===== src/rtl/adc_host_pkg.sv =====
// Shared types for the converter host port.
// Assumes: strobes are grouped in the order select, read, write.
package adc_host_pkg;
    localparam int STROBE_N = 3;

    // Decoded, active-high view of the synchronised strobes
    typedef struct packed {
        logic sel;
        logic rd;
        logic wr;
    } bus_cmd_t;
endpackage


===== src/rtl/ahp_sync.sv =====
// Multi-stage synchroniser for a group of asynchronous strobes.
// Assumes: each bit is an independent level; reset value is given per bit.
module ahp_sync #(
    parameter int W      = 3,
    parameter int STAGES = 2,
    parameter logic [W-1:0] RST_VAL = '1
) (
    input  logic         clk,
    input  logic         rst_n,
    input  logic [W-1:0] d,
    output logic [W-1:0] q
);
    logic [W-1:0] chain [STAGES];

    genvar g;
    generate
        for (g = 0; g < STAGES; g++) begin : g_stage
            if (g == 0) begin : g_first
                // first stage samples the raw strobes
                always_ff @(posedge clk) begin
                    if (!rst_n) chain[0] <= RST_VAL;
                    else        chain[0] <= d;
                end
            end else begin : g_next
                // later stages settle metastability
                always_ff @(posedge clk) begin
                    if (!rst_n) chain[g] <= RST_VAL;
                    else        chain[g] <= chain[g-1];
                end
            end
        end
    endgenerate

    assign q = chain[STAGES-1];
endmodule


===== src/rtl/ahp_eoc_flag.sv =====
// End-of-conversion flag with prioritised clear, timed set and read clear.
// Assumes: clr has top priority; a done pulse opens a SET_HOLD-cycle set
// window during which a read cannot clear the flag.
module ahp_eoc_flag #(
    parameter int SET_HOLD = 8
) (
    input  logic clk,
    input  logic rst_n,
    input  logic clr,
    input  logic done,
    input  logic rd_clr,
    output logic flag
);
    localparam int CW = $clog2(SET_HOLD + 1);

    logic [CW-1:0] hold_cnt;

    // flag state: clear beats set, set window beats read clear
    always_ff @(posedge clk) begin
        if (!rst_n) begin
            flag     <= 1'b0;
            hold_cnt <= '0;
        end else if (clr) begin
            flag     <= 1'b0;
            hold_cnt <= '0;
        end else if (done) begin
            flag     <= 1'b1;
            hold_cnt <= CW'(SET_HOLD - 1);
        end else if (hold_cnt != '0) begin
            hold_cnt <= hold_cnt - CW'(1);
        end else if (rd_clr) begin
            flag     <= 1'b0;
        end
    end
endmodule


===== src/rtl/ahp_result_reg.sv =====
// Result register with an enable-gated output bus.
// Assumes: take is a single-cycle capture strobe.
module ahp_result_reg #(
    parameter int DATA_W = 8
) (
    input  logic              clk,
    input  logic              rst_n,
    input  logic              take,
    input  logic [DATA_W-1:0] code,
    input  logic              oe,
    output logic [DATA_W-1:0] bus
);
    logic [DATA_W-1:0] held;

    // capture a finished code
    always_ff @(posedge clk) begin
        if (!rst_n)    held <= '0;
        else if (take) held <= code;
    end

    // drive zeros when the bus is not enabled
    always_comb bus = oe ? held : '0;
endmodule


===== src/rtl/adc_host_port.sv =====
// Host bus port of a converter: strobe decode, start control, result
// register and end-of-conversion flag with optional self-restart.
// Assumes: search engine pulses search_done for one cycle per result and
// stays cleared while search_hold is high.
module adc_host_port #(
    parameter int DATA_W      = 8,
    parameter int SYNC_STAGES = 2,
    parameter int SET_HOLD    = 8
) (
    input  logic              clk,
    input  logic              rst_n,
    input  logic              bus_sel_n,
    input  logic              bus_rd_n,
    input  logic              bus_wr_n,
    input  logic              self_loop,
    input  logic              search_done,
    input  logic [DATA_W-1:0] search_code,
    output logic              search_hold,
    output logic              search_go,
    output logic [DATA_W-1:0] rdata,
    output logic              rdata_oe,
    output logic              eoc_irq_n
);
    import adc_host_pkg::*;

    logic [STROBE_N-1:0] strobes_s;
    bus_cmd_t            cmd;
    logic                start_req, read_req, loop_start, clr, flag, req_q;

    ahp_sync #(.W(STROBE_N), .STAGES(SYNC_STAGES), .RST_VAL('1)) u_sync (
        .clk (clk),
        .rst_n (rst_n),
        .d   ({bus_sel_n, bus_rd_n, bus_wr_n}),
        .q   (strobes_s)
    );

    // decode synchronised strobes into active-high requests
    always_comb begin
        cmd        = bus_cmd_t'(~strobes_s);
        start_req  = cmd.sel & cmd.wr;
        read_req   = cmd.sel & cmd.rd;
        loop_start = self_loop & flag;
        clr        = start_req | loop_start;
    end

    ahp_eoc_flag #(.SET_HOLD(SET_HOLD)) u_flag (
        .clk    (clk),
        .rst_n  (rst_n),
        .clr    (clr),
        .done   (search_done),
        .rd_clr (read_req),
        .flag   (flag)
    );

    ahp_result_reg #(.DATA_W(DATA_W)) u_result (
        .clk   (clk),
        .rst_n (rst_n),
        .take  (search_done & ~clr),
        .code  (search_code),
        .oe    (read_req),
        .bus   (rdata)
    );

    // launch pulse on release of a bus start or on a self-restart
    always_ff @(posedge clk) begin
        if (!rst_n) begin
            req_q     <= 1'b0;
            search_go <= 1'b0;
        end else begin
            req_q     <= start_req;
            search_go <= (req_q & ~start_req) | loop_start;
        end
    end

    assign search_hold = start_req;
    assign rdata_oe    = read_req;
    assign eoc_irq_n   = ~flag;
endmodule


===== config.mk =====
export PLATFORM = sky130hd
export DESIGN_NAME = adc_host_port
export DESIGN_NICKNAME = d
export VERILOG_FILES = /design/src/rtl/adc_host_pkg.sv /design/src/rtl/ahp_sync.sv /design/src/rtl/ahp_eoc_flag.sv /design/src/rtl/ahp_result_reg.sv /design/src/rtl/adc_host_port.sv
export SDC_FILE = /design/constraint.sdc
export NUM_CORES = 1
export LEC_CHECK = 0
export ABC_AREA = 0
export ABC_CLOCK_PERIOD_IN_PS = 1300
export BUFFER_PORTS_ARGS = -buffer_cell sky130_fd_sc_hd__buf_2
export CAP_MARGIN = 15
export CELL_PAD_IN_SITES_DETAIL_PLACEMENT = 2
export CELL_PAD_IN_SITES_GLOBAL_PLACEMENT = 2
export CORE_ASPECT_RATIO = 1.5
export CORE_UTILIZATION = 29
export DETAILED_ROUTE_END_ITERATION = 10
export PLACE_DENSITY_LB_ADDON = 0.1
export RECOVER_POWER = 50
export SETUP_SLACK_MARGIN = 0.15
export SYNTH_ARGS = -nofsm -noshare
export SYNTH_HDL_FRONTEND = slang
export SYNTH_HIERARCHICAL = 1
export SYNTH_SLANG_ARGS = --single-unit
export TNS_END_PERCENT = 30

===== constraint.sdc =====
create_clock -name clk -period 1.3 [get_ports clk]
set_input_delay 0.065 -clock clk [delete_from_list [all_inputs] [get_ports clk]]
set_output_delay 0.065 -clock clk [all_outputs]
set_load 0.01 [all_outputs]

==> key figures <==
Power and ir drop
  – Total power of the final layout: 1.44 mW
  – PwrDens: 1140 nW/um^2
  – VDD IR-drop max: 0.692 mV
  – Leak pwr: 0.548 nW

Cells and area
  – Leading cell types in the layout, fill and taps excluded: sky130_fd_sc_hd__buf_2, sky130_fd_sc_hd__dfxtp_1, sky130_fd_sc_hd__nor2b_1
  – Fraction of the core area covered by cells at the end of the flow: 46.5%
  – Final Instance Area: 1260 sq um
  – Most frequent standard cell in the layout excluding fill and tap cells: sky130_fd_sc_hd__buf_2
  – Area of all sequential standard cells: 428 sq um
  – Antenna diode count: 0
  – Filler cell count in the final layout: 312
  – Share of layout cells above drive strength 1: 47.1%
  – Multi-input logic area: 450 sq um
  – Post-synthesis to final-layout area growth: 49.0%
  – Nets: 139

Global routing
  – Grt total ovfl: 0
  – Busiest grt layer: met2
  – Met2 Usage GRT: 29.4%
  – GR Layer Usage met3: 2.37%
  – Initial antenna violation count: 0
  – First-pass GRT wire length: 3.52 mm
  – Number of global-route vias before repair: 772
  – GR met1 Demand/Resource: 18.1%
  – Pin count of the biggest net entering global routing: 18
  – GRT Util Overall: 16.0%

Floorplan
  – Initial core utilization: 31.2%
  – Overall die width: 46.1 um
  – I/O pin cnt: 27
  – Core Region: 2710 sq um
  – Vertical extent of the die: 68.1 um
  – Area enclosed by the die boundary: 3140 sq um
  – Number of standard-cell rows in the floorplan: 23

Placement
  – Weighted congestion at the end of routability-driven global placement: 0.729
  – HPWL after DPL: 1.45 mm
  – Minimum setup slack after placement: -95.7 ps
  – Placement-stage cell area: 1040 sq um
  – Number of port buffers: 26

Clock tree
  – Htree depth: 1
  – Worst skew pair latency: 250 ps
  – Sinks on Clock Net: 21
  – Number of buffers created by CTS: 3
  – Root cell of the clock tree: sky130_fd_sc_hd__clkbuf_8
  – Clock-pin slew on the worst setup and hold paths: 80 ps
  – TritonCTS clock tree: done
  – Max Root-Sink Buffers: 2

STA
  – Final hold violations: 0
  – Worst Clk Skew: 2.05 ps
  – Transition time at the pin with the least slew margin: 271 ps
  – Final worst path period share: 94.1%
  – Fmax: 818 MHz
  – # setup viols final: 0
  – Setup repair after global routing missed its margin: yes
  – Worst slew slack as a fraction of its limit: 81.8%
  – Worst slack on hold paths: 66.6 ps
  – Minimum setup slack in the final design: 77.1 ps
  – Number of slew-limit violations in the final report: 0
  – Minimum clock period after layout: 1220 ps

Run
  – Count of max-cap constraint violations: 0

Hold path
  – Hold Path Class: primary input to register

Worst setup path
  – Required time of the critical path: 1440 ps
  – Endpoint kind of the worst setup timing path: register
  – Worst Path Arrival: 1370 ps
  – Critical path fanouts, max: 4
  – Category of the critical setup timing path: register to register
  – Startpoint class of the critical path: register

Synth
  – Syn Area/Cell: 10.6 sq um
  – Post-Synthesis Cell Area: 845 sq um
  – Cell count after synthesis: 80
  – Number of distinct library cell variants in the gate-level netlist after synthesis: 22
  – Sequential cell area fraction in the yosys report: 49.8%
  – Post-synth net total: 97
  – Synth Register Bits: 21
  – Warning count from the yosys run: 6

Status
  – Status: finished, final reports clean

Drt
  – Number of vias in the routed layout: 695
  – Drt first pass iters: 3
  – Total detailed-routing wirelength: 2.22 mm
  – Drt initial violations: 2
  – DRC violations left: 0
  – Final ANT Viol Nets: 0
  – Vias per inst: 4.40
  – Mean routed wirelength per cell: 14.1 um
[sequential cells by signal (all words and copies together), names as in the netlist]
name,count
u_flag/flag,1
u_result/held,8
u_flag/hold_cnt,4
u_sync/chain,6
req_q,1
search_go,1
[cells by family after synthesis]
kind of cell             count (synthesis)  share of synthesized area, %
flip-flops                              21                          49.8
AND/OR/NAND/NOR                         34                          26.2
XOR/XNOR                                 3                          3.11
adder cells (fa/ha/maj)                  2                          2.96
AO/OA/AOI/OAI                            7                          5.33
multiplexers                             8                          9.48
buffers and inverters                    5                          3.11
[area by class of cell]
class                      instances  share of cell area [%]
timing repair buffer              38                    21.8
clock buffer                       4                    3.58
sequential                        21                    34.0
inverter                           4                    1.19
multi-input combinational         54                    35.8
tap                               37                    3.68
[synthesized netlist by cell type]
master                      n  area share, %
sky130_fd_sc_hd__dfxtp_1   21             50
sky130_fd_sc_hd__nor2b_1    9            6.7
sky130_fd_sc_hd__and2_1     8            5.9
sky130_fd_sc_hd__mux2i_1    8            9.5
sky130_fd_sc_hd__nand2b_1   7            5.2
sky130_fd_sc_hd__inv_1      4            1.8
sky130_fd_sc_hd__o21ai_0    3            1.8
sky130_fd_sc_hd__xnor2_1    3            3.1
sky130_fd_sc_hd__a311oi_1   2            2.1
sky130_fd_sc_hd__ha_1       2            3.0
sky130_fd_sc_hd__nor2_1     2           0.89
sky130_fd_sc_hd__a21boi_1   1           0.89
sky130_fd_sc_hd__a21oi_1    1           0.59
sky130_fd_sc_hd__and2_2     1           0.89
sky130_fd_sc_hd__and3b_1    1            1.0
sky130_fd_sc_hd__buf_6      1            1.3
sky130_fd_sc_hd__nand2_1    1           0.44
sky130_fd_sc_hd__nor2_2     1           0.74
sky130_fd_sc_hd__nor3_1     1           0.59
sky130_fd_sc_hd__nor3b_1    1           0.89
sky130_fd_sc_hd__nor3b_4    1            2.2
sky130_fd_sc_hd__nor4_1     1           0.74
[where the power goes]
| part | switching [mW] | total, mW | leakage (nW) | internal (mW) |
|---|---|---|---|---|
| sequential | 0.0311 | 0.721 | 0.174 | 0.689 |
| combinational | 0.127 | 0.294 | 0.351 | 0.167 |
| clock | 0.208 | 0.426 | 0.0228 | 0.218 |
| total | 0.366 | 1.44 | 0.548 | 1.07 |
[per-layer routing]
layer / routed length, um / vias to the layer above
li1: - / 344
met1: 818 / 334
met2: 1320 / 15
met3: 59 / 2
met4: 19 / 0
met5: 0 / -
[path summary, 6_finish.rpt]
check / start / endpoint / slack [ps] / cells past startpoint
worst max-delay path: u_flag/hold_cnt[1]$_SDFFE_PP0P_ / u_flag/hold_cnt[0]$_SDFFE_PP0P_ / 80 / 6
worst min-delay path: search_done / u_flag/hold_cnt[3]$_SDFFE_PP0P_ / 70 / 2
worst max register to register: u_flag/hold_cnt[1]$_SDFFE_PP0P_ / u_flag/hold_cnt[0]$_SDFFE_PP0P_ / 80 / 6
worst min register to register: u_sync/chain[0][2]$_SDFF_PN1_ / u_sync/chain[1][2]$_SDFF_PN1_ / 420 / 1
[worst max-delay path, cell delays in order (launching register included)]
cell and delay, ps:
sky130_fd_sc_hd__dfxtp_2 330, sky130_fd_sc_hd__inv_2 60, sky130_fd_sc_hd__ha_1 130, sky130_fd_sc_hd__nor3b_4 250, sky130_fd_sc_hd__buf_6 160, sky130_fd_sc_hd__xnor2_2 100, sky130_fd_sc_hd__a21oi_1 70
[timing repair]
item                                   4_1_cts  5_1_grt
gates resized for setup                     25        7
endpoints found under the hold margin        3        0
setup endpoints to repair                   20       21
hold buffers                                 3        0
setup buffers                                4        2
pin swaps                                    7        3
cloned                                       1        0
[stage by stage]
stage,setup TNS [ps],instances
2_1_floorplan,0,80
3_3_place_gp,0,144
3_5_place_dp,-95.7,144
4_1_cts,0,156
5_1_grt,0,158
6_report,0,158
Power figures use the tool's default switching activity.
